==> src/rtl/clksyn_regs.sv <==
module clksyn_regs #(
  parameter int NSETS   = 4,
  parameter int MEM_SET = NSETS - 1,
  parameter int DIV_SET = 0,
  parameter int HAS_DIV = 1,
  parameter int LD_SET  = 1,
  parameter int LD_CLR  = 4,
  localparam int SET_W  = (NSETS > 1) ? $clog2(NSETS) : 1,
  localparam int IDX_W  = SET_W + 2,
  localparam int MN_W   = 9,
  localparam int LD_W   = 3,
  localparam int PD_W   = 3,
  localparam int NUM_W  = MN_W + LD_W,
  localparam int DEN_W  = MN_W + 5
) (
  input  logic                   clk,
  input  logic                   rst_n,
  input  logic                   wr_en,
  input  logic [IDX_W-1:0]       wr_idx,
  input  logic [7:0]             wr_data,
  input  logic [IDX_W-1:0]       rd_idx,
  output logic [7:0]             rd_data,
  output logic [NSETS*MN_W-1:0]  m_eff,
  output logic [NSETS*MN_W-1:0]  n_eff,
  output logic [NSETS*LD_W-1:0]  ld_eff,
  output logic [NSETS*PD_W-1:0]  pd_log,
  output logic [NSETS-1:0]       vco_sel,
  output logic [NSETS-1:0]       cfg_err,
  output logic [NSETS*NUM_W-1:0] ratio_num,
  output logic [NSETS*DEN_W-1:0] ratio_den,
  output logic                   div_stb
);

  logic [7:0] c_m   [NSETS];
  logic [7:0] c_n   [NSETS];
  logic [7:0] c_sel [NSETS];
  logic [1:0] trk   [NSETS];
  logic [7:0] st_m, st_n;

  logic [SET_W-1:0] wr_set, rd_set;
  logic [1:0]       wr_reg, rd_reg;
  logic             wr_ok, seq_hit, rsv, commit, rsv_hit;
  logic [7:0]       sel_mask;

  assign wr_set   = wr_idx[IDX_W-1:2];
  assign wr_reg   = wr_idx[1:0];
  assign rd_set   = rd_idx[IDX_W-1:2];
  assign rd_reg   = rd_idx[1:0];
  assign wr_ok    = wr_en && ({1'b0, wr_set} < (SET_W+1)'(NSETS));
  assign seq_hit  = wr_ok && (wr_reg == trk[wr_set]);
  assign rsv      = (wr_data[6:5] == 2'b11);
  assign commit   = seq_hit && (wr_reg == 2'd3) && !rsv;
  assign rsv_hit  = seq_hit && (wr_reg == 2'd3) && rsv;
  assign sel_mask = (int'(wr_set) == MEM_SET) ? 8'hF0 : 8'hF4;

  always_ff @(posedge clk) begin
    if (!rst_n) begin
      for (int s = 0; s < NSETS; s++) begin
        c_m[s]   <= '0;
        c_n[s]   <= '0;
        c_sel[s] <= '0;
        trk[s]   <= '0;
      end
      st_m    <= '0;
      st_n    <= '0;
      cfg_err <= '0;
    end else if (wr_ok) begin
      for (int s = 0; s < NSETS; s++)
        if (SET_W'(s) != wr_set) trk[s] <= '0;
      if (seq_hit) begin
        if (wr_reg == 2'd0) st_m <= wr_data;
        if (wr_reg == 2'd1) st_n <= wr_data;
        trk[wr_set] <= wr_reg + 2'd1;
        if (commit) begin
          c_m[wr_set]     <= st_m;
          c_n[wr_set]     <= st_n;
          c_sel[wr_set]   <= wr_data & sel_mask;
          cfg_err[wr_set] <= 1'b0;
        end
        if (rsv_hit) cfg_err[wr_set] <= 1'b1;
      end else if (wr_reg == 2'd0) begin
        st_m        <= wr_data;
        trk[wr_set] <= 2'd1;
      end else begin
        trk[wr_set] <= 2'd0;
      end
    end
  end

  for (genvar s = 0; s < NSETS; s++) begin : g_set
    logic [MN_W-1:0] m_v, n_v;
    logic [LD_W-1:0] ld_v;
    logic [PD_W-1:0] pd_v;
    assign m_v  = {1'b0, c_m[s]} + MN_W'(2);
    assign n_v  = {1'b0, c_n[s]} + MN_W'(2);
    assign pd_v = c_sel[s][6:4];
    if (s == MEM_SET) begin : g_mem
      assign ld_v = LD_W'(1);
    end else begin : g_dot
      assign ld_v = c_sel[s][2] ? LD_W'(LD_SET) : LD_W'(LD_CLR);
    end
    assign m_eff[s*MN_W +: MN_W]      = m_v;
    assign n_eff[s*MN_W +: MN_W]      = n_v;
    assign ld_eff[s*LD_W +: LD_W]     = ld_v;
    assign pd_log[s*PD_W +: PD_W]     = pd_v;
    assign vco_sel[s]                 = c_sel[s][7];
    assign ratio_num[s*NUM_W +: NUM_W] = NUM_W'(m_v) * NUM_W'(ld_v);
    assign ratio_den[s*DEN_W +: DEN_W] = DEN_W'(n_v) << pd_v;
  end

  always_comb begin
    rd_data = 8'h00;
    if ({1'b0, rd_set} < (SET_W+1)'(NSETS)) begin
      case (rd_reg)
        2'd0:    rd_data = c_m[rd_set];
        2'd1:    rd_data = c_n[rd_set];
        2'd3:    rd_data = c_sel[rd_set];
        default: rd_data = 8'h00;
      endcase
    end
  end

  if (HAS_DIV != 0) begin : g_div
    logic [4:0] cnt, lim;
    logic [PD_W-1:0] pd_d;
    assign pd_d    = c_sel[DIV_SET][6:4];
    assign lim     = 5'((6'd1 << pd_d) - 6'd1);
    assign div_stb = (cnt == lim);
    always_ff @(posedge clk) begin
      if (!rst_n) cnt <= '0;
      else if (commit && int'(wr_set) == DIV_SET) cnt <= '0;
      else if (div_stb) cnt <= '0;
      else cnt <= cnt + 5'd1;
    end
  end else begin : g_nodiv
    assign div_stb = 1'b0;
  end

endmodule

==> config.mk <==
export PLATFORM = sky130hd
export DESIGN_NAME = clksyn_regs
export DESIGN_NICKNAME = d
export VERILOG_FILES = /design/src/rtl/clksyn_regs.sv
export SDC_FILE = /design/constraint.sdc
export NUM_CORES = 1
export LEC_CHECK = 0
export BUFFER_PORTS_ARGS = -buffer_cell sky130_fd_sc_hd__buf_4
export CORE_MARGIN = 2
export CORE_UTILIZATION = 45
export CTS_CLUSTER_SIZE = 40
export DETAILED_ROUTE_END_ITERATION = 12
export HOLD_SLACK_MARGIN = 0.12
export PLACE_DENSITY = 0.7
export SYNTH_ARGS = -nofsm -noshare
export SYNTH_HDL_FRONTEND = slang
export SYNTH_SLANG_ARGS = --single-unit
==> constraint.sdc <==
create_clock -name clk -period 7.3 [get_ports clk]
set_clock_uncertainty 0.15 [all_clocks]
set_input_delay 1.46 -clock clk [delete_from_list [all_inputs] [get_ports clk]]
set_output_delay 1.46 -clock clk [all_outputs]
set_load 0.03 [all_outputs]
==> impl_metrics.prom, run 1 <==
# TYPE chip_impl_metric gauge
chip_impl_info{name="outcome",value="complete, no violations"} 1
chip_impl_metric{name="initial_antenna_violation_count",unit=""} 0
chip_impl_metric{name="timing_worst_slew_pin_value",unit="ns"} 1.15
chip_impl_metric{name="worstSkewPairLatency",unit="ns"} 0.40
chip_impl_metric{name="clockBufferDepth",unit=""} 2
chip_impl_metric{name="worst_ir_drop_vdd",unit="mV"} 0.188
chip_impl_metric{name="final_setup_violations",unit=""} 0
chip_impl_metric{name="finalCritPeriodShare",unit="%"} 61.7
chip_impl_metric{name="effective_utilization_at_floorplan",unit="%"} 46.1
chip_impl_metric{name="largest_net_degree_at_the_start_of_global_routing",unit=""} 39
chip_impl_metric{name="vias",unit=""} 8157
chip_impl_metric{name="layout.area.seq",unit="sq um"} 3260
chip_impl_metric{name="placement.setup.worst_slack",unit="ns"} 2.40
chip_impl_metric{name="syn_inst",unit=""} 1012
chip_impl_info{name="layout.cells.most_common",value="sky130_fd_sc_hd__buf_4"} 1
chip_impl_info{name="setup.worst_path.end_class",value="flop"} 1
chip_impl_info{name="layout_common_cells",value="sky130_fd_sc_hd__buf_4 (223), sky130_fd_sc_hd__nor2_1 (191), sky130_fd_sc_hd__edfxtp_1 (92), sky130_fd_sc_hd__nand2_1 (85), sky130_fd_sc_hd__inv_1 (57)"} 1
chip_impl_metric{name="hpwl",unit="um"} 20100
chip_impl_info{name="synth_flop_cell",value="sky130_fd_sc_hd__edfxtp_1"} 1
chip_impl_metric{name="area_growth",unit="%"} 25.6
chip_impl_metric{name="die_x",unit="um"} 145
chip_impl_metric{name="layoutNonFillerInstCount",unit=""} 1478
chip_impl_metric{name="synth_edf_count",unit=""} 92
chip_impl_metric{name="drive_gt1_share",unit="%"} 25.4
chip_impl_info{name="critical_path.endpoint",value="c_n[1][2]"} 1
chip_impl_metric{name="p_sw",unit="uW"} 671
chip_impl_metric{name="setup_tns_final",unit="ns"} 0
chip_impl_metric{name="remaining_drc_errors",unit=""} 0
chip_impl_metric{name="layout.filler_cells",unit=""} 1733
chip_impl_metric{name="die_area",unit="sq um"} 21100
chip_impl_info{name="startpoint_type",value="primary input"} 1
chip_impl_metric{name="tritoncts.num_buffers",unit=""} 17
chip_impl_metric{name="arrival",unit="ns"} 4.38
chip_impl_metric{name="route.antenna.remaining_nets",unit=""} 0
chip_impl_metric{name="hold_ws",unit="ns"} 0.314
chip_impl_metric{name="io_pins",unit=""} 236
chip_impl_metric{name="cp_data_required_time",unit="ns"} 7.17
chip_impl_metric{name="number_of_drc_markers_after_the_initial_detailed_route_iteration",unit=""} 640
chip_impl_metric{name="swShare",unit="%"} 30.3
chip_impl_metric{name="hold_viol_final",unit=""} 0
chip_impl_metric{name="worst_reg2reg_path_depth",unit=""} 5
chip_impl_metric{name="nets",unit=""} 1255
chip_impl_metric{name="gpl.final_weighted_congestion",unit=""} 0.891
chip_impl_metric{name="grt_first_pass_wirelength",unit="um"} 40300
chip_impl_metric{name="first_global_vias",unit=""} 7409
chip_impl_metric{name="internal_power",unit="mW"} 1.54
chip_impl_metric{name="fmax",unit="GHz"} 0.222
chip_impl_metric{name="cap_viol_max_count",unit=""} 0
chip_impl_metric{name="core_region_area",unit="sq um"} 19500
chip_impl_metric{name="grt_use_total",unit="%"} 23.7
chip_impl_metric{name="sequentialPowerShare",unit="%"} 35.6
chip_impl_info{name="setup_repair_after_global_routing_missed_its_margin",value="no"} 1
chip_impl_metric{name="pwr_density_cell",unit="nW/um^2"} 196
chip_impl_info{name="worstSetupStartpoint",value="wr_idx[2]"} 1
chip_impl_metric{name="p_leak",unit="nW"} 4.71
chip_impl_info{name="ctsRootBufferMaster",value="sky130_fd_sc_hd__clkbuf_16"} 1
chip_impl_metric{name="totalPowerFinal",unit="mW"} 2.22
chip_impl_info{name="timing.hold.worst.class",value="flop to flop"} 1
chip_impl_metric{name="clock_power_share",unit="%"} 40.2
chip_impl_metric{name="timing_max_transition_violations_final",unit=""} 0
chip_impl_info{name="cts_tree",value="yes"} 1
chip_impl_metric{name="syn_area",unit="sq um"} 9000
chip_impl_metric{name="share_comb_of_total_power",unit="%"} 24.1
chip_impl_metric{name="post_drt_wl_per_cell",unit="um"} 17.5
chip_impl_info{name="reg2reg_to",value="c_n[1][2]"} 1
chip_impl_metric{name="buffers_added_on_ports",unit=""} 223
chip_impl_metric{name="drt-pass1-iter-count",unit=""} 5
chip_impl_info{name="timing.rr.start",value="trk[3][0]"} 1
chip_impl_metric{name="ys_warn_count",unit=""} 0
chip_impl_metric{name="yosysSeqAreaShare",unit="%"} 36.3
chip_impl_metric{name="antenna-diode-count",unit=""} 0
chip_impl_metric{name="cts_post_setup_buffers_inserted",unit=""} 0
chip_impl_metric{name="wirelength",unit="um"} 25900
chip_impl_metric{name="grt_remaining_overflow",unit=""} 0
chip_impl_info{name="critical_path_class",value="primary input to flop"} 1
chip_impl_metric{name="clkSinkCount",unit=""} 117
chip_impl_metric{name="ctsHoldBuffers",unit=""} 0
chip_impl_metric{name="ctsResizeCount",unit=""} 0
chip_impl_metric{name="yosys.cell_types.count",unit=""} 67
chip_impl_metric{name="layout_min_cycle_time",unit="ns"} 4.51
chip_impl_metric{name="viasPerCell",unit=""} 5.52
chip_impl_metric{name="synthesis.area_per_instance",unit="sq um"} 8.89
chip_impl_metric{name="postSynthRegisterBits",unit=""} 117
chip_impl_metric{name="multiInputGateArea",unit="sq um"} 5170
chip_impl_metric{name="floorplan.die.height",unit="um"} 145
chip_impl_metric{name="reg2reg_slack",unit="ns"} 3.62
chip_impl_metric{name="path_max_fanout",unit=""} 26
chip_impl_metric{name="async_reset_ff_share",unit="%"} 0
chip_impl_metric{name="rows",unit=""} 51
chip_impl_metric{name="cts.reportedPaths.clkPinSlew",unit="ns"} 0.05
chip_impl_metric{name="max_slew_margin",unit="%"} 23.4
chip_impl_metric{name="place_inst",unit=""} 1446
chip_impl_metric{name="htreeDepth",unit=""} 4
chip_impl_metric{name="setup_ws",unit="ns"} 2.79
-- Yosys cell counts, types with 8 or more instances --
master	number	area (sq um)
sky130_fd_sc_hd__clkbuf_1	40	150
sky130_fd_sc_hd__nor3_1	10	50.1
sky130_fd_sc_hd__edfxtp_1	92	2760
sky130_fd_sc_hd__mux4_2	25	563
sky130_fd_sc_hd__o21a_1	12	90.1
sky130_fd_sc_hd__nor2_1	191	717
sky130_fd_sc_hd__mux2i_1	29	290
sky130_fd_sc_hd__ha_1	33	413
sky130_fd_sc_hd__nand2b_1	13	81.3
sky130_fd_sc_hd__o21ai_0	54	270
sky130_fd_sc_hd__nand2_1	85	319
sky130_fd_sc_hd__xnor2_1	31	272
sky130_fd_sc_hd__buf_4	30	225
sky130_fd_sc_hd__o221ai_1	10	87.6
sky130_fd_sc_hd__xor2_1	22	193
sky130_fd_sc_hd__o22ai_1	8	50.1
sky130_fd_sc_hd__dfxtp_1	25	500
sky130_fd_sc_hd__inv_1	57	214
sky130_fd_sc_hd__a21o_1	8	60.1
sky130_fd_sc_hd__mux2_2	16	180
sky130_fd_sc_hd__a21boi_0	10	75.1
sky130_fd_sc_hd__a21oi_1	32	160
sky130_fd_sc_hd__and2_1	13	81.3
sky130_fd_sc_hd__nand3_1	53	265
-- metrics by stage --
| stage | utilization (%) | instance area, sq um |
|---|---|---|
| finish | 57.9 | 11300 |
| global route | 57.9 | 11300 |
| CTS | 57.9 | 11300 |
| detailed placement | 54.6 | 10700 |
| global placement | 54.6 | 10700 |
| floorplan | - | 9110 |
-- power groups by stage --
stage	registers (mW)	logic, mW	clock network, mW
detailed placement	0.802	0.529	0
CTS	0.789	0.531	0.896
floorplan	0.780	0.385	0
finish	0.790	0.534	0.892
global route	0.794	0.571	0.923
global placement	0.801	0.525	0
-- final cells by class --
cell class / instances / area share [%]
multi-input combinational: 783 / 45.8
sequential: 117 / 28.9
timing repair buffer: 223 / 14.8
clock buffer: 20 / 4.14
tap: 265 / 2.93
inverter: 58 / 1.93
clock inverter: 12 / 1.55
-- state kept, by name, indices dropped and copies added, names as in the netlist --
name and flops:
trk 8, cfg_err 4, st_m 8, c_m 32
g_div.cnt 5, c_n 32, c_sel 20, st_n 8
-- worst max-delay path: stages --
cell and delay [ns]:
sky130_fd_sc_hd__buf_4 0.13, sky130_fd_sc_hd__mux4_2 0.56, sky130_fd_sc_hd__xnor2_4 0.25, sky130_fd_sc_hd__nand4_4 0.40, sky130_fd_sc_hd__or2_1 0.65, sky130_fd_sc_hd__o21ai_2 0.91
-- kinds of logic after synthesis --
kind of cell             after synthesis  share of synthesized area, %
flip-flops                           117                          36.3
buffers and inverters                143                          7.83
multiplexers                          70                          11.5
XOR/XNOR                              55                          5.77
adder cells (fa/ha/maj)               36                          5.26
AND/OR/NAND/NOR                      411                          20.6
other                                  2                        0.0835
AO/OA/AOI/OAI                        178                          12.8
-- worst min-delay path by stage --
stage,startpoint,endpoint,depth (start not counted),slack (ns)
floorplan,g_div.cnt[0],g_div.cnt[0],1,0.29
global placement,st_n[2],st_n[2],2,0.30
detailed placement,st_m[7],st_m[7],2,0.31
CTS,st_m[7],st_m[7],2,0.32
global route,st_n[1],st_n[1],2,0.34
finish,st_m[7],st_m[7],2,0.31
-- metal layers --
| metal | global-route usage (%) | routed length [um] |
|---|---|---|
| met1 | 32.1 | 10800 |
| met2 | 38.8 | 12400 |
| met3 | 5.30 | 2470 |
| met4 | 5.88 | 298 |
| met5 | 0 | 0 |
No activity file was read; power rests on OpenSTA's default activity.
==> inputs of run 2 (changes only) <==
--- a/config.mk
+++ b/config.mk
@@ -11,7 +11,7 @@
 export CTS_CLUSTER_SIZE = 40
 export DETAILED_ROUTE_END_ITERATION = 12
 export HOLD_SLACK_MARGIN = 0.12
-export PLACE_DENSITY = 0.7
+export PLACE_DENSITY = 0.72
 export SYNTH_ARGS = -nofsm -noshare
 export SYNTH_HDL_FRONTEND = slang
 export SYNTH_SLANG_ARGS = --single-unit
==> constraint.sdc (replaced) <==
create_clock -name clk -period 3.75 [get_ports clk]
set_clock_uncertainty 0.15 [all_clocks]
set_input_delay 0.75 -clock clk [delete_from_list [all_inputs] [get_ports clk]]
set_output_delay 0.75 -clock clk [all_outputs]
set_load 0.03 [all_outputs]
==> run 2 against run 1 <==
Effect of this change: count of clock-buffer cells in the layout is 2 lower; flip-flop and latch count stayed put; global-route usage is 0.11 points lower; sequential power is 92% higher; first-iteration DRC count is 15% higher; routed wire length hardly changed; sequential share of layout area is 0.13 points lower; final cell count is 0.95% higher; design area is 0.47% higher; critical endpoint is now ratio_den[27].
==> impl_metrics.prom, run 2 (same netlist as run 1, synthesis figures left out) <==
# TYPE chip_impl_metric gauge
chip_impl_metric{name="max_slew_margin",unit="%"} 57.6
chip_impl_metric{name="sequentialPowerShare",unit="%"} 36.2
chip_impl_metric{name="grt_remaining_overflow",unit=""} 0
chip_impl_metric{name="initial_antenna_violation_count",unit=""} 0
chip_impl_metric{name="grt_first_pass_wirelength",unit="um"} 40400
chip_impl_metric{name="grt_use_total",unit="%"} 23.6
chip_impl_info{name="setup_repair_after_global_routing_missed_its_margin",value="no"} 1
chip_impl_metric{name="clkSinkCount",unit=""} 117
chip_impl_metric{name="p_leak",unit="nW"} 4.75
chip_impl_info{name="timing.hold.worst.class",value="flop to flop"} 1
chip_impl_metric{name="effective_utilization_at_floorplan",unit="%"} 46.1
chip_impl_metric{name="drt-pass1-iter-count",unit=""} 6
chip_impl_metric{name="die_area",unit="sq um"} 21100
chip_impl_metric{name="route.antenna.remaining_nets",unit=""} 0
chip_impl_metric{name="worstSkewPairLatency",unit="ns"} 0.41
chip_impl_metric{name="worst_ir_drop_vdd",unit="mV"} 0.312
chip_impl_metric{name="area_growth",unit="%"} 26.2
chip_impl_info{name="setup.worst_path.end_class",value="output port"} 1
chip_impl_metric{name="hpwl",unit="um"} 19600
chip_impl_metric{name="gpl.final_weighted_congestion",unit=""} 0.875
chip_impl_metric{name="reg2reg_slack",unit="ns"} 1.22
chip_impl_metric{name="first_global_vias",unit=""} 7596
chip_impl_metric{name="cts.reportedPaths.clkPinSlew",unit="ns"} 0.05
chip_impl_info{name="startpoint_type",value="flop"} 1
chip_impl_metric{name="share_comb_of_total_power",unit="%"} 25.3
chip_impl_metric{name="hold_viol_final",unit=""} 0
chip_impl_metric{name="pwr_density_cell",unit="nW/um^2"} 370
chip_impl_metric{name="timing_worst_slew_pin_value",unit="ns"} 0.635
chip_impl_info{name="critical_path_class",value="flop to output port"} 1
chip_impl_metric{name="number_of_drc_markers_after_the_initial_detailed_route_iteration",unit=""} 737
chip_impl_metric{name="drive_gt1_share",unit="%"} 26.1
chip_impl_metric{name="final_setup_violations",unit=""} 0
chip_impl_metric{name="largest_net_degree_at_the_start_of_global_routing",unit=""} 39
chip_impl_metric{name="finalCritPeriodShare",unit="%"} 93.2
chip_impl_metric{name="buffers_added_on_ports",unit=""} 223
chip_impl_metric{name="p_sw",unit="mW"} 1.32
chip_impl_metric{name="io_pins",unit=""} 236
chip_impl_metric{name="path_max_fanout",unit=""} 9
chip_impl_metric{name="layout_min_cycle_time",unit="ns"} 3.50
chip_impl_metric{name="cap_viol_max_count",unit=""} 0
chip_impl_info{name="layout.cells.most_common",value="sky130_fd_sc_hd__buf_4"} 1
chip_impl_metric{name="cts_post_setup_buffers_inserted",unit=""} 0
chip_impl_metric{name="rows",unit=""} 51
chip_impl_metric{name="wirelength",unit="um"} 25900
chip_impl_metric{name="die_x",unit="um"} 145
chip_impl_info{name="layout_common_cells",value="sky130_fd_sc_hd__buf_4 (237), sky130_fd_sc_hd__nor2_1 (191), sky130_fd_sc_hd__edfxtp_1 (92), sky130_fd_sc_hd__nand2_1 (85), sky130_fd_sc_hd__inv_1 (57)"} 1
chip_impl_metric{name="clock_power_share",unit="%"} 38.5
chip_impl_metric{name="internal_power",unit="mW"} 2.88
chip_impl_metric{name="arrival",unit="ns"} 2.60
chip_impl_metric{name="cp_data_required_time",unit="ns"} 2.85
chip_impl_metric{name="viasPerCell",unit=""} 5.52
chip_impl_info{name="outcome",value="complete, no violations"} 1
chip_impl_metric{name="ctsHoldBuffers",unit=""} 0
chip_impl_metric{name="ctsResizeCount",unit=""} 0
chip_impl_metric{name="floorplan.die.height",unit="um"} 145
chip_impl_metric{name="final_core_utilization",unit="%"} 58.1
chip_impl_metric{name="core_region_area",unit="sq um"} 19500
chip_impl_metric{name="swShare",unit="%"} 31.5
chip_impl_metric{name="timing_max_transition_violations_final",unit=""} 0
chip_impl_metric{name="remaining_drc_errors",unit=""} 0
chip_impl_info{name="ctsRootBufferMaster",value="sky130_fd_sc_hd__clkbuf_16"} 1
chip_impl_metric{name="antenna-diode-count",unit=""} 0
chip_impl_metric{name="fmax",unit="GHz"} 0.286
chip_impl_metric{name="nets",unit=""} 1269
chip_impl_info{name="cts_tree",value="yes"} 1
chip_impl_metric{name="tritoncts.num_buffers",unit=""} 17
chip_impl_metric{name="clockBufferDepth",unit=""} 2
chip_impl_metric{name="htreeDepth",unit=""} 4
chip_impl_info{name="reg.largest.list",value="c_m: 32 flops, c_n: 32 flops, c_sel: 20 flops"} 1
chip_impl_metric{name="post_drt_wl_per_cell",unit="um"} 17.3
chip_impl_metric{name="setup_tns_final",unit="ns"} 0
chip_impl_metric{name="vias",unit=""} 8235
-- run 2: changes by cell type in the layout (fill, tap and decap cells not counted) --
cell	change
sky130_fd_sc_hd__clkinv_1	+2
sky130_fd_sc_hd__buf_4	+14
sky130_fd_sc_hd__clkbuf_16	-1
sky130_fd_sc_hd__inv_6	-1
sky130_fd_sc_hd__clkbuf_8	-1
sky130_fd_sc_hd__clkinv_4	+2
sky130_fd_sc_hd__bufinv_16	-1
-- run 2: layout make-up --
class                           count  area [sq um]
Timing Repair Buffer              237          1780
Inverter                           58           218
Clock buffer                       18           429
Tap cell                          265           332
Fill cell                        1742          8170
Multi-Input combinational cell    783          5170
Sequential cell                   117          3260
Clock inverter                     14           161
-- run 2: path summary, 6_finish.rpt --
kind | depth (start not counted) | end | start
hold reg to reg | 2 | st_m[4] | st_m[4]
setup / recovery | 7 | ratio_den[27] | c_n[1][1]
setup reg to reg | 6 | c_n[3][1] | trk[3][1]
hold / removal | 2 | st_m[4] | st_m[4]
-- run 2: power groups by stage --
| stage | clock network [mW] | registers [mW] | logic, mW |
|---|---|---|---|
| floorplan | 0 | 1.52 | 0.750 |
| global placement | 0 | 1.55 | 1.04 |
| detailed placement | 0 | 1.55 | 1.05 |
| CTS | 1.62 | 1.52 | 1.05 |
| global route | 1.68 | 1.53 | 1.13 |
| finish | 1.62 | 1.52 | 1.06 |
-- run 2: through the flow --
| step | std cells | hold WS, ns | area, sq um | setup WS, ns | power, mW |
|---|---|---|---|---|---|
| CTS | 1492 | 0.321 | 11400 | 0.253 | 4.20 |
| finish | 1492 | 0.319 | 11400 | 0.253 | 4.21 |
| global route | 1492 | 0.340 | 11400 | 0.0629 | 4.35 |
| floorplan | 1043 | 0.291 | 9120 | 0.0326 | 2.27 |
| detailed placement | 1460 | 0.312 | 10800 | 0.673 | 2.60 |
| global placement | 1460 | 0.303 | 10800 | 0.688 | 2.59 |
-- run 2: critical path, cell delays in order, from the launching register on --
cell                       delay, ns
sky130_fd_sc_hd__edfxtp_1       0.53
sky130_fd_sc_hd__ha_1           0.31
sky130_fd_sc_hd__and4_1         0.27
sky130_fd_sc_hd__nand2_1        0.08
sky130_fd_sc_hd__xor2_1         0.19
sky130_fd_sc_hd__o311ai_0       0.45
sky130_fd_sc_hd__and2_1         0.20
sky130_fd_sc_hd__buf_4          0.16
-- run 2: per-layer routing --
metal	share of wire (%)	vias to the layer above	GRT usage [%]
li1	-	3919	-
met5	0	-	0
met1	42	3881	31.9
met2	48	402	39.1
met3	9.0	33	4.89
met4	1.7	0	5.74
==> inputs of run 3 (changes only) <==
--- a/config.mk
+++ b/config.mk
@@ -6,6 +6,7 @@
 export NUM_CORES = 1
 export LEC_CHECK = 0
 export BUFFER_PORTS_ARGS = -buffer_cell sky130_fd_sc_hd__buf_4
+export CORE_ASPECT_RATIO = 0.7
 export CORE_MARGIN = 2
 export CORE_UTILIZATION = 45
 export CTS_CLUSTER_SIZE = 40
==> run 3 against run 2 <==
Effect of this change: fmax shrank 0.69%; final cell count grew 0.40%; design area grew 0.45%; flip-flop and latch count is the same; worst hold slack lost 0.0040 ns; critical path depth grew 2; total power grew 2.4%; first-iteration DRC count grew 20%; clock power grew 6%; sequential power is essentially flat; sequential share of layout area shrank 0.13 points.
==> impl_metrics.prom, run 3 (same netlist as run 1, synthesis figures left out) <==
# TYPE chip_impl_metric gauge
chip_impl_info{name="setup_repair_after_global_routing_missed_its_margin",value="no"} 1
chip_impl_metric{name="initial_antenna_violation_count",unit=""} 0
chip_impl_metric{name="layout.filler_cells",unit=""} 1726
chip_impl_metric{name="grt_use_total",unit="%"} 24.3
chip_impl_metric{name="pwr_density_cell",unit="nW/um^2"} 378
chip_impl_info{name="hold_path.startpoint",value="st_m[5]"} 1
chip_impl_metric{name="final_setup_violations",unit=""} 0
chip_impl_info{name="outcome",value="complete, no violations"} 1
chip_impl_metric{name="multiInputGateArea",unit="sq um"} 5170
chip_impl_metric{name="gpl.final_weighted_congestion",unit=""} 0.914
chip_impl_metric{name="grt_first_pass_wirelength",unit="um"} 40700
chip_impl_metric{name="clockBufferDepth",unit=""} 2
chip_impl_info{name="worstSetupStartpoint",value="c_m[2][1]"} 1
chip_impl_metric{name="number_of_drc_markers_after_the_initial_detailed_route_iteration",unit=""} 888
chip_impl_metric{name="cts_post_setup_buffers_inserted",unit=""} 0
chip_impl_metric{name="fmax",unit="GHz"} 0.284
chip_impl_metric{name="area_growth",unit="%"} 26.8
chip_impl_metric{name="grt_remaining_overflow",unit=""} 0
chip_impl_info{name="layout_common_cells",value="sky130_fd_sc_hd__buf_4 (238), sky130_fd_sc_hd__nor2_1 (191), sky130_fd_sc_hd__edfxtp_1 (92), sky130_fd_sc_hd__nand2_1 (85), sky130_fd_sc_hd__inv_1 (57)"} 1
chip_impl_info{name="cts_tree",value="yes"} 1
chip_impl_metric{name="rows",unit=""} 43
chip_impl_info{name="layout.cells.most_common",value="sky130_fd_sc_hd__buf_4"} 1
chip_impl_metric{name="drive_gt1_share",unit="%"} 26.1
chip_impl_metric{name="clkSinkCount",unit=""} 117
chip_impl_metric{name="largest_net_degree_at_the_start_of_global_routing",unit=""} 39
chip_impl_metric{name="viasPerCell",unit=""} 5.54
chip_impl_metric{name="arrival",unit="ns"} 2.62
chip_impl_metric{name="worst_ir_drop_vdd",unit="mV"} 0.318
chip_impl_metric{name="floorplan.die.height",unit="um"} 122
chip_impl_metric{name="timing_worst_slew_pin_value",unit="ns"} 0.682
chip_impl_metric{name="ctsHoldBuffers",unit=""} 0
chip_impl_info{name="timing.hold.worst.class",value="flop to flop"} 1
chip_impl_metric{name="cp_data_required_time",unit="ns"} 2.85
chip_impl_metric{name="remaining_drc_errors",unit=""} 0
chip_impl_metric{name="wirelength",unit="um"} 26600
chip_impl_info{name="setup.worst_path.end_class",value="output port"} 1
chip_impl_info{name="timing.rr.start",value="trk[3][1]"} 1
chip_impl_metric{name="worstSkewPairLatency",unit="ns"} 0.41
chip_impl_info{name="ctsRootBufferMaster",value="sky130_fd_sc_hd__clkbuf_16"} 1
chip_impl_metric{name="effective_utilization_at_floorplan",unit="%"} 45.7
chip_impl_metric{name="setup_tns_final",unit="ns"} 0
chip_impl_metric{name="place_inst",unit=""} 1466
chip_impl_metric{name="finalCritPeriodShare",unit="%"} 93.9
chip_impl_info{name="startpoint_type",value="flop"} 1
chip_impl_metric{name="worst_reg2reg_path_depth",unit=""} 6
chip_impl_metric{name="route.antenna.remaining_nets",unit=""} 0
chip_impl_metric{name="first_global_vias",unit=""} 7449
chip_impl_metric{name="path_max_fanout",unit=""} 7
chip_impl_metric{name="antenna-diode-count",unit=""} 0
chip_impl_metric{name="max_slew_margin",unit="%"} 54.6
chip_impl_metric{name="nets",unit=""} 1270
chip_impl_metric{name="die_x",unit="um"} 173
chip_impl_metric{name="post_drt_wl_per_cell",unit="um"} 17.7
chip_impl_metric{name="hpwl",unit="um"} 20300
chip_impl_metric{name="tritoncts.num_buffers",unit=""} 17
chip_impl_metric{name="die_area",unit="sq um"} 21200
chip_impl_metric{name="vias",unit=""} 8297
chip_impl_metric{name="layout.area.seq",unit="sq um"} 3260
chip_impl_metric{name="layoutNonFillerInstCount",unit=""} 1498
chip_impl_metric{name="drt-pass1-iter-count",unit=""} 7
chip_impl_metric{name="buffers_added_on_ports",unit=""} 223
chip_impl_metric{name="layout_min_cycle_time",unit="ns"} 3.52
chip_impl_metric{name="htreeDepth",unit=""} 4
chip_impl_info{name="reg.largest.list",value="c_m: 32 flops, c_n: 32 flops, c_sel: 20 flops"} 1
chip_impl_metric{name="core_region_area",unit="sq um"} 19700
chip_impl_metric{name="p_leak",unit="nW"} 4.78
chip_impl_metric{name="io_pins",unit=""} 236
chip_impl_info{name="critical_path_class",value="flop to output port"} 1
chip_impl_metric{name="hold_viol_final",unit=""} 0
chip_impl_metric{name="ctsResizeCount",unit=""} 0
chip_impl_metric{name="cap_viol_max_count",unit=""} 0
chip_impl_metric{name="cts.reportedPaths.clkPinSlew",unit="ns"} 0.05
chip_impl_metric{name="whs_path_depth",unit=""} 2
chip_impl_metric{name="timing_max_transition_violations_final",unit=""} 0
==> run 3: cell count changes in the layout (fill, tap and decap cells not counted), sizes merged <==
cell / previous run / this run
clkbuf: 18 / 23
clkinv: 9 / 4
buf: 237 / 238
bufinv: 3 / 4
clkinvlp: 3 / 2
==> run 3: area by class of cell <==
| type | instances | area share [%] |
|---|---|---|
| Clock buffer | 23 | 4.19 |
| Inverter | 58 | 1.91 |
| Multi-Input combinational cell | 783 | 45.3 |
| Sequential cell | 117 | 28.6 |
| Tap cell | 270 | 2.96 |
| Timing Repair Buffer | 238 | 15.7 |
| Clock inverter | 9 | 1.32 |
==> run 3: final timing paths <==
check,end,slack (ns)
setup reg to reg,c_n[3][1],1.16
setup / recovery,ratio_num[31],0.23
hold / removal,st_m[5],0.31
hold reg to reg,st_m[5],0.31
==> run 3: per-layer routing <==
| metal | wire, um | vias to the layer above | global-route usage (%) |
|---|---|---|---|
| li1 | - | 3931 | - |
| met1 | 12000 | 3931 | 35.7 |
| met2 | 11500 | 405 | 35.9 |
| met3 | 2740 | 30 | 6.41 |
| met4 | 338 | 0 | 5.56 |
| met5 | 0 | - | 0 |
==> run 3: where the power goes <==
group          leakage, nW  internal (mW)  total, mW  switching [mW]
logic                 3.32          0.400       1.07           0.672
clock network        0.303           1.16       1.71           0.552
registers             1.16           1.45       1.52          0.0766
total                 4.78           3.01       4.31            1.30
==> run 3: stage by stage <==
| step | instance area [sq um] | util, % | setup slack (ns) | hold slack, ns | total power, mW |
|---|---|---|---|---|---|
| after floorplan | 9120 | - | 0.0326 | 0.291 | 2.27 |
| after global placement | 10800 | 54.7 | 0.636 | 0.304 | 2.59 |
| after detailed placement | 10800 | 54.7 | 0.598 | 0.308 | 2.60 |
| after CTS | 11400 | 57.9 | 0.202 | 0.315 | 4.30 |
| after global routing | 11400 | 57.9 | 0.0460 | 0.335 | 4.46 |
| final | 11400 | 57.9 | 0.229 | 0.315 | 4.31 |
==> run 3: worst max-delay path: stages, from the launching register on <==
cell	delay, ns
sky130_fd_sc_hd__edfxtp_1	0.53
sky130_fd_sc_hd__ha_1	0.31
sky130_fd_sc_hd__nand2_1	0.08
sky130_fd_sc_hd__nor2_1	0.06
sky130_fd_sc_hd__xnor2_1	0.28
sky130_fd_sc_hd__a21oi_1	0.15
sky130_fd_sc_hd__ha_1	0.37
sky130_fd_sc_hd__nor3_1	0.19
sky130_fd_sc_hd__nor2_1	0.06
sky130_fd_sc_hd__buf_4	0.16
